**src/rtl/rowseq_pkg.sv**
```systemverilog
`timescale 1ns/1ps
// Shared codes for the open-row sequencer.
package rowseq_pkg;
    // user command codes
    localparam logic [2:0] UC_READ  = 3'b001;
    localparam logic [2:0] UC_WRITE = 3'b010;

    // pin codes on {ras_n, cas_n, we_n}
    localparam logic [2:0] PIN_ACT = 3'b011;
    localparam logic [2:0] PIN_RD  = 3'b101;
    localparam logic [2:0] PIN_WR  = 3'b100;
    localparam logic [2:0] PIN_PRE = 3'b010;
    localparam logic [2:0] PIN_NOP = 3'b111;

    typedef enum logic [2:0] {
        S_IDLE, S_WORK, S_DATA, S_RPRE, S_RWAIT
    } seq_state_e;

    function automatic int max2(input int a, input int b);
        return (a > b) ? a : b;
    endfunction
endpackage

```
**src/rtl/rowseq_dcnt.sv**
```systemverilog
`timescale 1ns/1ps
// Loadable down-counter that stops at zero.
// Assumes: a load value of N makes zero visible N edges later.
module rowseq_dcnt #(
    parameter int W = 4
) (
    input  logic         clk,
    input  logic         rst_n,
    input  logic         load,
    input  logic [W-1:0] value,
    output logic         zero
);
    logic [W-1:0] cnt_q;

    // load or count toward zero
    always_ff @(posedge clk) begin
        if (!rst_n)            cnt_q <= '0;
        else if (load)         cnt_q <= value;
        else if (cnt_q != '0)  cnt_q <= cnt_q - 1'b1;
    end

    assign zero = (cnt_q == '0);
endmodule

```
**src/rtl/rowseq_table.sv**
```systemverilog
`timescale 1ns/1ps
// Open-row table: one valid bit and one row per rank/bank slot.
// Assumes: at most one of set/clr per cycle; clr_all overrides both.
module rowseq_table #(
    parameter int NB    = 8,
    parameter int IDX_W = 3,
    parameter int ROW_W = 12
) (
    input  logic             clk,
    input  logic             rst_n,
    input  logic [IDX_W-1:0] idx,
    input  logic             set,
    input  logic [ROW_W-1:0] set_row,
    input  logic             clr,
    input  logic             clr_all,
    output logic             open_v,
    output logic [ROW_W-1:0] open_row
);
    logic             v_q [NB];
    logic [ROW_W-1:0] r_q [NB];

    for (genvar g = 0; g < NB; g++) begin : g_slot
        // update one slot
        always_ff @(posedge clk) begin
            if (!rst_n) begin
                v_q[g] <= 1'b0;
                r_q[g] <= '0;
            end else if (clr_all || (clr && idx == IDX_W'(g))) begin
                v_q[g] <= 1'b0;
            end else if (set && idx == IDX_W'(g)) begin
                v_q[g] <= 1'b1;
                r_q[g] <= set_row;
            end
        end

        assert_clr_all_R11: assert property (@(posedge clk) disable iff (!rst_n)
            clr_all |=> !v_q[g]);
    end

    assign open_v   = v_q[idx];
    assign open_row = r_q[idx];

    assert_one_update_R10: assert property (@(posedge clk) disable iff (!rst_n)
        !(set && clr));
endmodule

```
**src/rtl/rowseq_timers.sv**
```systemverilog
`timescale 1ns/1ps
// Delay windows between SDRAM commands.
// Per slot: activate-to-precharge, activate cycle, write recovery.
// Shared: activate-to-column, precharge period, activate spacing,
// write-to-read. A delay D loaded at edge t clears at edge t+D.
module rowseq_timers #(
    parameter int NB        = 8,
    parameter int IDX_W     = 3,
    parameter int BURST_LEN = 4,
    parameter int T_RCD     = 2,
    parameter int T_RP      = 2,
    parameter int T_RAS     = 6,
    parameter int T_RC      = 8,
    parameter int T_RRD     = 2,
    parameter int T_WR      = 2,
    parameter int T_WTR     = 1
) (
    input  logic             clk,
    input  logic             rst_n,
    input  logic [IDX_W-1:0] idx,
    input  logic             act_ld,
    input  logic             pre_ld,
    input  logic             preall_ld,
    input  logic             rd_ld,
    input  logic             wr_ld,
    output logic             ok_act,
    output logic             ok_pre,
    output logic             ok_preall,
    output logic             ok_rd,
    output logic             ok_wr,
    output logic             trp_z
);
    import rowseq_pkg::*;

    localparam int HALF  = BURST_LEN / 2;
    localparam int LMAX  = max2(max2(max2(T_RC, T_RAS), max2(HALF + T_WR, HALF + T_WTR)),
                                max2(T_RCD, max2(T_RP, T_RRD)));
    localparam int CNT_W = $clog2(LMAX + 1);

    localparam logic [CNT_W-1:0] L_RCD = CNT_W'(T_RCD - 1);
    localparam logic [CNT_W-1:0] L_RP  = CNT_W'(T_RP - 1);
    localparam logic [CNT_W-1:0] L_RAS = CNT_W'(T_RAS - 1);
    localparam logic [CNT_W-1:0] L_RC  = CNT_W'(T_RC - 1);
    localparam logic [CNT_W-1:0] L_RRD = CNT_W'(T_RRD - 1);
    localparam logic [CNT_W-1:0] L_WR  = CNT_W'(HALF + T_WR - 1);
    localparam logic [CNT_W-1:0] L_WTR = CNT_W'(HALF + T_WTR - 1);

    logic ras_z [NB];
    logic rc_z  [NB];
    logic wr_z  [NB];
    logic trcd_z, rrd_z, wtr_z;

    for (genvar g = 0; g < NB; g++) begin : g_bank
        logic hit_g;
        assign hit_g = (idx == IDX_W'(g));
        rowseq_dcnt #(.W(CNT_W)) u_ras (.clk(clk), .rst_n(rst_n), .load(act_ld && hit_g),
                                        .value(L_RAS), .zero(ras_z[g]));
        rowseq_dcnt #(.W(CNT_W)) u_rc  (.clk(clk), .rst_n(rst_n), .load(act_ld && hit_g),
                                        .value(L_RC), .zero(rc_z[g]));
        rowseq_dcnt #(.W(CNT_W)) u_wr  (.clk(clk), .rst_n(rst_n), .load(wr_ld && hit_g),
                                        .value(L_WR), .zero(wr_z[g]));
    end

    rowseq_dcnt #(.W(CNT_W)) u_rcd (.clk(clk), .rst_n(rst_n), .load(act_ld),
                                    .value(L_RCD), .zero(trcd_z));
    rowseq_dcnt #(.W(CNT_W)) u_rp  (.clk(clk), .rst_n(rst_n), .load(pre_ld || preall_ld),
                                    .value(L_RP), .zero(trp_z));
    rowseq_dcnt #(.W(CNT_W)) u_rrd (.clk(clk), .rst_n(rst_n), .load(act_ld),
                                    .value(L_RRD), .zero(rrd_z));
    rowseq_dcnt #(.W(CNT_W)) u_wtr (.clk(clk), .rst_n(rst_n), .load(wr_ld),
                                    .value(L_WTR), .zero(wtr_z));

    // precharge-all waits for every slot to be closable
    always_comb begin
        ok_preall = 1'b1;
        for (int i = 0; i < NB; i++) ok_preall = ok_preall && ras_z[i] && wr_z[i];
    end

    assign ok_act = rc_z[idx] && rrd_z && trp_z;
    assign ok_pre = ras_z[idx] && wr_z[idx];
    assign ok_rd  = trcd_z && wtr_z;
    assign ok_wr  = trcd_z;

    assert_act_gap_R8: assert property (@(posedge clk) disable iff (!rst_n)
        act_ld |-> (rc_z[idx] && rrd_z && trp_z));
    assert_pre_gap_R7: assert property (@(posedge clk) disable iff (!rst_n)
        pre_ld |-> (ras_z[idx] && wr_z[idx]));
    assert_col_gap_R6: assert property (@(posedge clk) disable iff (!rst_n)
        (rd_ld || wr_ld) |-> trcd_z);
    assert_wtr_gap_R9: assert property (@(posedge clk) disable iff (!rst_n)
        rd_ld |-> wtr_z);
endmodule

```
**src/rtl/rowseq_top.sv**
```systemverilog
`timescale 1ns/1ps
// Open-row tracking command sequencer.
// Takes one READ/WRITE at a time, chooses hit / activate / precharge
// path from the open-row table and drives registered SDRAM command pins.
// Assumes: ROW_W >= COL_W + 1 when COL_W > 10 (column skips A10);
// every delay parameter is at least 1.
module rowseq_top #(
    parameter int RANK_W    = 1,
    parameter int ROW_W     = 12,
    parameter int BANK_W    = 2,
    parameter int COL_W     = 11,
    parameter int BURST_LEN = 4,
    parameter int T_RCD     = 2,
    parameter int T_RP      = 2,
    parameter int T_RAS     = 6,
    parameter int T_RC      = 8,
    parameter int T_RRD     = 2,
    parameter int T_WR      = 2,
    parameter int T_WTR     = 1
) (
    input  logic                                  clk,
    input  logic                                  rst_n,
    input  logic [2:0]                            cmd,
    input  logic [RANK_W+ROW_W+BANK_W+COL_W-1:0]  addr,
    input  logic                                  ref_req,
    output logic                                  busy,
    output logic                                  ref_done,
    output logic [(1<<RANK_W)-1:0]                sd_cs_n,
    output logic                                  sd_ras_n,
    output logic                                  sd_cas_n,
    output logic                                  sd_we_n,
    output logic [BANK_W-1:0]                     sd_ba,
    output logic [ROW_W-1:0]                      sd_a
);
    import rowseq_pkg::*;

    localparam int ADDR_W = RANK_W + ROW_W + BANK_W + COL_W;
    localparam int RANKS  = 1 << RANK_W;
    localparam int IDX_W  = RANK_W + BANK_W;
    localparam int NB     = 1 << IDX_W;
    localparam int RK_W   = (RANK_W > 0) ? RANK_W : 1;
    localparam int HALF   = BURST_LEN / 2;
    localparam int DW     = $clog2(HALF + 1);

    seq_state_e        state_q;
    logic [ADDR_W-1:0] req_q;
    logic              req_wr_q;
    logic [DW-1:0]     dcnt_q;

    logic [RK_W-1:0]   rank;
    logic [ROW_W-1:0]  row;
    logic [BANK_W-1:0] bank;
    logic [COL_W-1:0]  col;
    logic [IDX_W-1:0]  idx;

    logic open_v;
    logic [ROW_W-1:0] open_row;
    logic ok_act, ok_pre, ok_preall, ok_rd, ok_wr, trp_z;
    logic act_go, pre_go, col_go, preall_go;

    assign col  = req_q[COL_W-1:0];
    assign bank = req_q[COL_W +: BANK_W];
    assign row  = req_q[COL_W+BANK_W +: ROW_W];

    if (RANK_W > 0) begin : g_ranked
        assign rank = req_q[ADDR_W-1 -: RANK_W];
        assign idx  = {rank, bank};
    end else begin : g_single
        assign rank = '0;
        assign idx  = bank;
    end

    // column address with A10 left free for the auto-precharge flag
    function automatic logic [ROW_W-1:0] colmap(input logic [COL_W-1:0] c);
        logic [ROW_W-1:0] m;
        m = '0;
        for (int i = 0; i < COL_W; i++) begin
            if (i < 10) m[i] = c[i];
            else        m[i+1] = c[i];
        end
        return m;
    endfunction

    rowseq_table #(.NB(NB), .IDX_W(IDX_W), .ROW_W(ROW_W)) u_table (
        .clk(clk), .rst_n(rst_n), .idx(idx),
        .set(act_go), .set_row(row), .clr(pre_go), .clr_all(preall_go),
        .open_v(open_v), .open_row(open_row)
    );

    rowseq_timers #(.NB(NB), .IDX_W(IDX_W), .BURST_LEN(BURST_LEN),
                    .T_RCD(T_RCD), .T_RP(T_RP), .T_RAS(T_RAS), .T_RC(T_RC),
                    .T_RRD(T_RRD), .T_WR(T_WR), .T_WTR(T_WTR)) u_timers (
        .clk(clk), .rst_n(rst_n), .idx(idx),
        .act_ld(act_go), .pre_ld(pre_go), .preall_ld(preall_go),
        .rd_ld(col_go && !req_wr_q), .wr_ld(col_go && req_wr_q),
        .ok_act(ok_act), .ok_pre(ok_pre), .ok_preall(ok_preall),
        .ok_rd(ok_rd), .ok_wr(ok_wr), .trp_z(trp_z)
    );

    // pick the next SDRAM command the pending request may issue now
    always_comb begin
        act_go    = 1'b0;
        pre_go    = 1'b0;
        col_go    = 1'b0;
        preall_go = 1'b0;
        if (state_q == S_WORK) begin
            if (open_v && open_row == row) col_go = req_wr_q ? ok_wr : ok_rd;
            else if (!open_v)              act_go = ok_act;
            else                           pre_go = ok_pre;
        end else if (state_q == S_RPRE) begin
            preall_go = ok_preall;
        end
    end

    assign busy = (state_q != S_IDLE);

    // sequencer state, request capture and registered pins
    always_ff @(posedge clk) begin
        if (!rst_n) begin
            state_q  <= S_IDLE;
            req_q    <= '0;
            req_wr_q <= 1'b0;
            dcnt_q   <= '0;
            ref_done <= 1'b0;
            sd_cs_n  <= '1;
            {sd_ras_n, sd_cas_n, sd_we_n} <= PIN_NOP;
            sd_ba    <= '0;
            sd_a     <= '0;
        end else begin
            ref_done <= 1'b0;
            sd_cs_n  <= '1;
            {sd_ras_n, sd_cas_n, sd_we_n} <= PIN_NOP;
            case (state_q)
                S_IDLE: begin
                    if (ref_req) begin
                        state_q <= S_RPRE;
                    end else if (cmd == UC_READ || cmd == UC_WRITE) begin
                        req_q    <= addr;
                        req_wr_q <= (cmd == UC_WRITE);
                        state_q  <= S_WORK;
                    end
                end
                S_WORK: begin
                    if (act_go || pre_go || col_go) begin
                        sd_cs_n <= ~(RANKS'(1) << rank);
                        sd_ba   <= bank;
                    end
                    if (act_go) begin
                        {sd_ras_n, sd_cas_n, sd_we_n} <= PIN_ACT;
                        sd_a <= row;
                    end else if (pre_go) begin
                        {sd_ras_n, sd_cas_n, sd_we_n} <= PIN_PRE;
                        sd_a <= '0;
                    end else if (col_go) begin
                        {sd_ras_n, sd_cas_n, sd_we_n} <= req_wr_q ? PIN_WR : PIN_RD;
                        sd_a    <= colmap(col);
                        dcnt_q  <= DW'(HALF - 1);
                        state_q <= S_DATA;
                    end
                end
                S_DATA: begin
                    if (dcnt_q == '0) state_q <= S_IDLE;
                    else              dcnt_q  <= dcnt_q - 1'b1;
                end
                S_RPRE: begin
                    if (preall_go) begin
                        sd_cs_n <= '0;
                        {sd_ras_n, sd_cas_n, sd_we_n} <= PIN_PRE;
                        sd_a    <= ROW_W'(1) << 10;
                        state_q <= S_RWAIT;
                    end
                end
                S_RWAIT: begin
                    if (trp_z) begin
                        ref_done <= 1'b1;
                        state_q  <= S_IDLE;
                    end
                end
                default: state_q <= S_IDLE;
            endcase
        end
    end

    assert_accept_R1: assert property (@(posedge clk) disable iff (!rst_n)
        (!busy && !ref_req && (cmd == UC_READ || cmd == UC_WRITE)) |=> busy);
    assert_idle_nop_R4: assert property (@(posedge clk) disable iff (!rst_n)
        !busy |-> ({sd_ras_n, sd_cas_n, sd_we_n} == PIN_NOP && &sd_cs_n));
    assert_cs_onehot_R3: assert property (@(posedge clk) disable iff (!rst_n)
        !({sd_ras_n, sd_cas_n, sd_we_n} == PIN_PRE && sd_a[10]) |-> $onehot0(~sd_cs_n));
    assert_done_pulse_R11: assert property (@(posedge clk) disable iff (!rst_n)
        ref_done |=> !ref_done);
endmodule

```
**config.mk**
```make
export PLATFORM = sky130hd
export DESIGN_NAME = rowseq_top
export DESIGN_NICKNAME = d
export VERILOG_FILES = /design/src/rtl/rowseq_pkg.sv /design/src/rtl/rowseq_dcnt.sv /design/src/rtl/rowseq_table.sv /design/src/rtl/rowseq_timers.sv /design/src/rtl/rowseq_top.sv
export SDC_FILE = /design/constraint.sdc
export NUM_CORES = 1
export LEC_CHECK = 0
export ABC_AREA = 1
export CORE_ASPECT_RATIO = 2
export CORE_UTILIZATION = 55
export DETAILED_ROUTE_END_ITERATION = 8
export PLACE_DENSITY = 0.76
export SLEW_MARGIN = 40
export SYNTH_ARGS = -nofsm -noshare
export SYNTH_HDL_FRONTEND = slang
export SYNTH_SLANG_ARGS = --single-unit
export TNS_END_PERCENT = 10
```
**constraint.sdc**
```tcl
create_clock -name clk -period 2.47 [get_ports clk]
set_clock_uncertainty 0.1 [all_clocks]
set_input_delay 0.494 -clock clk [delete_from_list [all_inputs] [get_ports clk]]
set_output_delay 0.494 -clock clk [all_outputs]
set_load 0.02 [all_outputs]
```
Word level (Yosys, flattened, before mapping)
Memory sizes are Yosys's and may differ from the RTL's. A register that Yosys moved wholly into a read port is not among the register bits.
Index checks and enable logic that the tools add are counted.
Widths: inputs -> output; s select.
- register bits: 164
- bits in writable memories: 104
- word-level logic and storage cells: 519
- memories kept: 2
- memories (name ; words ; bits a word ; rd ports ; clocked after Yosys merged registers in ; write ports ; line ; source):
    u_table.r_q ; 8 ; 12 ; 1 ; 1 ; 8 ; rowseq_table.sv:20 ; logic [ROW_W-1:0] r_q [NB];
    u_table.v_q ; 8 ; 1 ; 1 ; 1 ; 8 ; rowseq_table.sv:19 ; logic v_q [NB];
- $add $sub $neg: 29
- $lt $le $gt $ge: 1
- equality and inequality tests: 23
- shift operators: 1
- muxes and demuxes: 193
- bitwise gates (word level): 30
- reductions and logical operators: 173
- operators by type and width (kind ; count):
    $mux 12 ; 12
    $mux 3 ; 44
    $logic_not 4->1 ; 28
    $reduce_bool 4->1 ; 28
    $sub 4x1->4 const B ; 28
    $mux 1 ; 104
    $reduce_bool 2->1 ; 30
    $mux 2 ; 24
    $logic_and 1x1->1 ; 45
    $reduce_or 2->1 ; 19
    $or 1x1->1 ; 24
    $pmux 12 s2 ; 1
    $eq 3x2->1 const B ; 5
    $eq 3x3->1 const B ; 5
    $pmux 3 s5 ; 1
    $eq 12x12->1 ; 1
    $logic_or 1x1->1 ; 12
    $ne 2x2->1 const B ; 5
    $bmux 1 s3 ; 3
    $eq 3x1->1 const B ; 3
    $pmux 2 s2 ; 2
    $reduce_and 7->1 ; 1
    $logic_not 3->1 ; 2
    $reduce_and 3->1 ; 2
    other kinds (15) ; 21

Depth between registers and ports, before layout
Gate-level depths: netlist (run 1).
- word-level depth: 24
- mapped depth: 23

Hierarchy
A second synthesis (run 1) with hierarchy kept.
- cells, all modules: 2122
- area, all modules: 14866.8 um2
- modules (own cells, without submodules) (module ; instances ; cells each ; area each (um2) ; sequential area each (um2)):
    rowseq_dcnt ; 28 ; 40 ; 247.7 ; 80.1
    rowseq_table ; 1 ; 516 ; 4968.5 ; 3113.0
    rowseq_top ; 1 ; 382 ; 2498.6 ; 1041.0
    rowseq_timers ; 1 ; 104 ; 462.9 ; 0.0

Worst setup path after synthesis (run 1)
Ideal clock, no wire load.
- path type: flip-flop to flip-flop
- start: reg u_timers.u_rp.cnt_q[0]
- end: mem u_table.r_q[4][0], enable pin
- library setup time: 0.362 ns
- arrival time: 2.237 ns
- required time: 2.008 ns
- setup slack: -0.229 ns
- cell stages (with the launch flop): 14
- period minus slack after synthesis: 2.699 ns
- cells stage by stage: dfxtp_1 > inv_1 > ha_1 > nand2_1 > nor2_1 > inv_1 > nor3_1 > nand3_1 > nor2_2 > inv_2 > buf_2 > nor2_1 > inv_1 > nand2_1
- RTL lines (what ; line ; source):
    start, declared ; rowseq_dcnt.sv:13 ; logic [W-1:0] cnt_q;
    start signal, assigned ; rowseq_dcnt.sv:18 ; else if (load) cnt_q <= value;
    start signal, assigned ; rowseq_dcnt.sv:19 ; else if (cnt_q != '0) cnt_q <= cnt_q - 1'b1;
    end, declared ; rowseq_table.sv:20 ;

==> results of run 1 <==
registers in the layout, summed over array words and instances, names as in the netlist, 2 cells and up, named ones only:
signal / flops
u_table.r_q: 96
u_timers.g_bank.u_ras.cnt_q: 32
u_timers.g_bank.u_rc.cnt_q: 32
u_timers.g_bank.u_wr.cnt_q: 32
req_q: 26
sd_a: 12
u_table.v_q: 8
u_timers.u_rcd.cnt_q: 4
u_timers.u_rp.cnt_q: 4
u_timers.u_rrd.cnt_q: 4
u_timers.u_wtr.cnt_q: 4
state_q: 3
dcnt_q: 2
sd_ba: 2
sd_cs_n: 2
how the worst max path moves through the flow:
stage	from	end	slack [ps]	depth (start not counted)
5_1_grt	register	u_table.r_q[5][7]	-370	19
3_5_place_dp	u_timers.g_bank[5].u_ras.cnt_q[0]	u_table.v_q[5]	-250	15
4_1_cts	register	u_table.r_q[3][8]	-70	20
2_1_floorplan	u_timers.u_rp.cnt_q[0]	u_table.r_q[5][0]	30	13
3_3_place_gp	u_timers.g_bank[5].u_ras.cnt_q[0]	u_table.v_q[5]	-180	15
6_report	register	u_table.r_q[7][8]	-190	19
cell usage in the layout (no fill, tap or decap), types with 4 or more instances in the layout:
cell	count
a211oi_1	4
or2_2	14
clkinv_2	4
buf_6	5
inv_1	233
xnor2_1	5
inv_2	5
o21ai_0	75
nand3_2	40
clkbuf_16	27
nand2_2	15
o21ai_1	14
inv_4	4
nand2_4	10
xor2_1	43
nand3_1	86
clkdlybuf4s50_1	50
nor3_2	8
clkbuf_1	4
nand4_1	4
buf_12	12
nor3_1	36
nor2_1	214
clkinv_1	14
dfxtp_1	166
a21oi_1	123
ha_1	46
nor2_2	20
edfxtp_1	103
buf_4	177
nor2_4	7
nand2_1	292
cells in the mapped netlist, drive strengths merged, types with 32 or more instances:
library cell,number,area share (%)
a21oi,124,4.7
buf,32,1.8
dfxtp,168,26
edfxtp,103,24
ha,46,4.4
inv,242,6.9
nand2,320,9.4
nand3,127,4.8
nor2,241,7.1
nor3,45,1.7
o21ai,93,3.6
xor2,43,2.9
logic make-up after synthesis:
group,after synthesis,share of synthesized area (%)
AO/OA/AOI/OAI,235,9.28
XOR/XNOR,48,3.19
adder cells (fa/ha/maj),46,4.37
buffers and inverters,309,9.75
flip-flops,271,49.1
AND/OR/NAND/NOR,759,24.3
power by group through the flow:
| stage | clock [mW] | combinational, mW | sequential, mW |
|---|---|---|---|
| after floorplan | 0 | 4.71 | 6.19 |
| after global placement | 0 | 7.36 | 6.22 |
| after detailed placement | 0 | 7.68 | 6.27 |
| after CTS | 3.70 | 7.92 | 6.19 |
| after global routing | 3.87 | 9.13 | 6.31 |
| final | 3.66 | 8.18 | 6.21 |
cell type report:
type                    count  area [µm²]
fillers                  1768        6670
flip-flops and latches    271        6460
multi-input cells        1088        5910
repair buffers            249        2190
inverters                 255         986
clock buffers              32         664
well taps                 283         354
clock inverters            11        82.6
diodes                      1        2.50
layer usage:
layer	global-route usage (%)	vias to the layer above	routed length (µm)
met3	3.34	166	1850
met5	0	-	0
li1	-	5781	-
met4	25.6	0	3190
met2	59.0	401	20400
met1	28.4	5553	12100
metrics by stage:
step / utilization (%) / instance area (µm²) / setup WS, ps
floorplan: - / 13200 / 33.6
global placement: 65.3 / 15200 / -183
detailed placement: 65.3 / 15200 / -246
CTS: 69.5 / 16200 / -67.3
global route: 71.4 / 16700 / -368
finish: 71.4 / 16700 / -192
critical path: stages (launching register included):
cell and delay (ps):
dfxtp_4 460, inv_4 70, buf_12 160, nand2_1 70
nand3_1 180, nand3_2 170, nand2_1 70, nand2_1 50
nand2_1 60, nor2_1 80, nand2_1 70, nor2_2 130
nand2_1 80, nand2_2 100, inv_2 50, nor2_4 110
nand2_4 90, clkinv_8 130, nand2_4 130, nor2_1 120
timing repair:
item                                    4_1_cts  5_1_grt
setup buffers                                 3        8
cloned                                        0        3
endpoints found under the setup margin      299      296
hold buffers                                  0        0
pin swaps                                     3        6
gates resized for setup                      53       86
==> results.cfg, run 1 <==
[pwr]
power.share.combinational_pct = 45.3
p_int_mw = 11.3
p_clk_share_pct = 20.3
p_leak_nw = 7.34
power_density_nw_per_um2 = 1080
total_power_mw = 18.1
net-switching-power_mw = 6.80
peakVddDrop_mv = 0.763
sequentialPowerShare_pct = 34.4
swShare_pct = 37.6

[clocking]
clk_latency_ps = 540
clk_pin_slew_ps = 70
ctsLongestPathBuffers = 3
clock_tree.root_cell = clkbuf_16
tritoncts.num_buffers = 24
clock-sinks = 271
cts.htree.levels = 1
tritoncts_clock_tree = built

[floorplanning]
start_util_pct = 56.4
die-area_um2 = 24600
die_width_um = 111
design.core.area_um2 = 23300
floorplan.rows = 79
pin_count = 53
die_height_um = 221

[critical_path]
critical_path.reg2reg.endpoint = u_table.r_q[7][8]
crit_arrival_ps = 2950
cp_data_required_time_ps = 2760
crit_path_end_kind = register
timing_worst_setup_path_type = reg2reg
timing.reg2reg.worst_path_depth = 19
cp-start-kind = register
r2r_slack_ps = -190
crit_path_max_fanout = 23

[sta]
slew_headroom_pct = 71.6
finalSetupTns_ps = -20660
grt_setup_unrepaired = true
max_slew_violations = 0
finalWorstPathRequiredPeriod_ps = 2660
final_worst_path_period_share_pct = 108
finalSetupViolCount = 166
worst_margin_slew_ps = 425
hold_viol_final = 0
timing.fmax_mhz = 376
fin_worst_hold_slack_ps = 354
final_critical_path_setup_slack_ps = -192

[global_routing]
antenna_found_initial = 0
global_route_wire_length_before_repair_um = 57800
groute.usage.overall_pct = 30.5
gr_ovfl_total = 0
first_global_vias = 11851
largest_net_degree_at_the_start_of_global_routing = 59

[yosys]
count_of_unique_library_cells_instantiated_by_yosys = 40
mappedNetlistNets = 1746
synth_warnings = 0
ys_ff_latch = 271
post_synth.cell_area_avg_um2 = 7.89
number_of_enable_flip_flop_cells_after_synthesis = 103
synthesis.instances = 1668
async_flop_share_pct = 0
synth_ff_type = dfxtp_1
synth_sequential_area_ratio_pct = 49.1
mappedNetlistArea_um2 = 13200

[finish]
final-instance-count-excl-fill = 2190
area_delta_synth_final_pct = 26.6
design.final.nets = 1967
final_layout_size_suffix_gt1_share_pct = 19.6

[detailed_routing]
wl_per_cell_um = 17.2
drt-initial-drc-count = 926
detailedRoute.firstPassIterationCount = 7
routed-via-count = 11901
drc_viols = 4
detail_route.wirelength_um = 37600
detail-route-antenna-nets = 0
vias_per_cell = 5.43

[run_status]
outcome = complete, but fails checks
violations = design-rule violations, negative setup slack

[placement]
placedCellCount = 2132
place_congestion = 0.986
hpwlAfterDp_um = 27900
input_output_buffers = 52

[worst_hold_path]
timing.hold.worst.class = reg2reg
hold-path-cell-count = 2
hold_wc_startpoint = u_timers.u_wtr.cnt_q[3]
whs_endpoint = u_timers.u_wtr.cnt_q[3]

[job]
max_cap_viol_count = 0
(Power assumes the default switching activity.)
==> run 2, diff against run 1 <==
Settings changed: CORE_UTILIZATION 55 to 61, PLACE_DENSITY 0.76 to 0.8.
Clock period 2.47 ns to 2.81 ns, I/O delays scaled along.
==> run 2 against run 1 <==
  * The flow now finishes without violations
  * Combinational power down 27%
  * Worst hold slack got worse by 27 ps
  * Total power decreased by 19%
  * Die area is 9.7% lower
  * Flip-flop and latch count unchanged
  * Maximum frequency shrank 2.0%
  * Clock power fell by 11%
  * First-iteration DRC count fell by 35%
  * Worst setup slack improved by 280 ps
  * Count of clock-buffer cells in the layout fell by 7
==> results.cfg, run 2 (synthesis results as in run 1) <==
[floorplanning]
design.core.area_um2 = 21000
die_height_um = 210
die_width_um = 106
pin_count = 53
die-area_um2 = 22200
floorplan.rows = 75
start_util_pct = 62.6

[sta]
finalSetupViolCount = 0
slew_headroom_pct = 68.5
max_slew_violations = 0
worst_margin_slew_ps = 472
hold_viol_final = 0
timing.fmax_mhz = 368
finalWorstPathRequiredPeriod_ps = 2720
final_worst_path_period_share_pct = 96.7
finalSetupTns_ps = 0
grt_setup_unrepaired = true

[pwr]
total_power_mw = 14.7
peakVddDrop_mv = 0.831
p_int_mw = 9.10
p_clk_share_pct = 22.1
net-switching-power_mw = 5.60
swShare_pct = 38.1
p_leak_nw = 6.67
power_density_nw_per_um2 = 958
power.share.combinational_pct = 40.5
sequentialPowerShare_pct = 37.4

[placement]
hpwlAfterDp_um = 26200
placed_cell_area_um2 = 14500
place_congestion = 0.984
input_output_buffers = 52

[finish]
final_layout_size_suffix_gt1_share_pct = 9.79
multiInputGateArea_um2 = 5520
largest_reg_flops = 96
regMostFlops = u_table.r_q
register_area_um2 = 6460
antennaDiodeCount = 0
design.final.nets = 1848
final_cell_mix = 307 x nand2_1, 236 x inv_1, 228 x nor2_1
final_design_area_no_fill_um2 = 15400
area_delta_synth_final_pct = 16.7
nFillCells = 1621
final_common_cell = nand2_1

[critical_path]
r2r_slack_ps = 90
critPathMostFrequentCell = nand2_1
critical_path.reg2reg.endpoint = u_table.r_q[0][5]
timing.critical_path.depth = 19
critPathMaxStageDelay_ps = 430
timing.reg2reg.worst_path_depth = 19
cp-start-kind = register
crit_path_end_kind = register
worstPathCellList = inv_4 -> buf_12 -> nand2_1 -> nand2_1 -> nand2_1 -> nand3_1 -> nand3_1 -> nand2_1 -> nor2_1 -> nand2_1 -> nor2_2 -> nand2_1 -> nand2_2 -> inv_2 -> nor2_4 -> nand2_4 -> clkinv_8 -> nand2_4 -> nor2_1
crit_path_max_fanout = 33
critPathSlowestCell = dfxtp_4
timing_worst_setup_path_type = reg2reg
path_buf_inv = 4
cp_data_required_time_ps = 3080
crit_arrival_ps = 2990
critical_path.top_delay_family = simple AND/OR/NAND/NOR gates

[clocking]
clock_tree.root_cell = clkbuf_16
clock-sinks = 271
count_of_hold_fix_buffers_inserted_at_cts = 0
cts.htree.levels = 1
clk_pin_slew_ps = 70
ctsLongestPathBuffers = 3
tritoncts_clock_tree = built
clk_latency_ps = 530
tritoncts.num_buffers = 23
buffer_count_from_post_cts_setup_fixing = 0

[detailed_routing]
detail_route.wirelength_um = 35100
drt-initial-drc-count = 606
detailedRoute.firstPassIterationCount = 6
drc_viols = 0
vias_per_cell = 5.60
detail-route-antenna-nets = 0
wl_per_cell_um = 17.1
routed-via-count = 11505

[worst_hold_path]
hold-path-cell-count = 3
hold_wc_startpoint = rst_n
whs_endpoint = state_q[1]
timing.hold.worst.class = in2reg

[global_routing]
largest_net_degree_at_the_start_of_global_routing = 66
groute.usage.overall_pct = 32.3
first_global_vias = 11528
antenna_found_initial = 0
gr_ovfl_total = 0
global_route_wire_length_before_repair_um = 55400

[job]
max_cap_viol_count = 0

[run_status]
outcome = finished, final reports clean
[run 2: cell types whose count changed in the layout (fill, tap and decap cells not counted), sizes merged, moves of 2 or more]
cell / change
buf: -116
bufinv: +2
clkbuf: -9
clkinv: +4
[run 2: power by group through the flow]
stage	Combinational (mW)	Sequential, mW	Clock, mW
2_1_floorplan	4.14	5.44	0
3_5_place_dp	5.79	5.55	0
5_1_grt	6.68	5.59	3.44
4_1_cts	5.88	5.47	3.28
3_3_place_gp	5.56	5.51	0
6_report	5.95	5.50	3.25
[run 2: worst max path at each step]
stage	start	endpoint	slack (ps)
2_1_floorplan	u_timers.u_rp.cnt_q[0]	u_table.r_q[4][0]	110
3_3_place_gp	u_timers.g_bank[5].u_ras.cnt_q[0]	u_table.v_q[5]	0.7
3_5_place_dp	u_timers.g_bank[5].u_ras.cnt_q[0]	u_table.v_q[5]	-20
4_1_cts	register	u_table.r_q[0][5]	50
5_1_grt	register	u_table.r_q[0][5]	-70
6_report	register	u_table.r_q[0][5]	90
[run 2: cell type report]
class	instances	share of cell area, %
clock inverter	17	1.14
sequential	271	42.1
inverter	255	6.35
clock buffer	25	3.80
multi-input combinational	1088	35.9
timing repair buffer	131	8.49
tap	269	2.19
[run 2: worst min-delay path: cells and delay by family]
kind | cells | cell delay (ps)
simple gates | 2 | 140
buf+inv | 1 | 210
[run 2: stage by stage]
stage | util, % | hold slack (ps) | worst slack (ps) | cells
2_1_floorplan | - | 333 | 111 | 1668
3_3_place_gp | 68.8 | 341 | 0.705 | 2013
3_5_place_dp | 68.8 | 349 | -16.2 | 2013
4_1_cts | 72.6 | 310 | 54.3 | 2056
5_1_grt | 73.0 | 338 | -74.6 | 2056
6_report | 73.0 | 328 | 92.2 | 2056
[run 2: timing repair]
| item | in CTS | in global routing |
|---|---|---|
| pin swaps | 0 | 0 |
| gates cloned | 1 | 0 |
| endpoints found under the setup margin | 5 | 261 |
| gates resized for setup | 2 | 27 |
[run 2: metal layers]
layer	GRT usage (%)	vias to the layer above	routed length (µm)
li1	-	5536	-
met1	30.8	5335	11300
met2	59.9	455	18500
met3	3.73	179	1980
met4	27.8	0	3300
met5	0	-	0
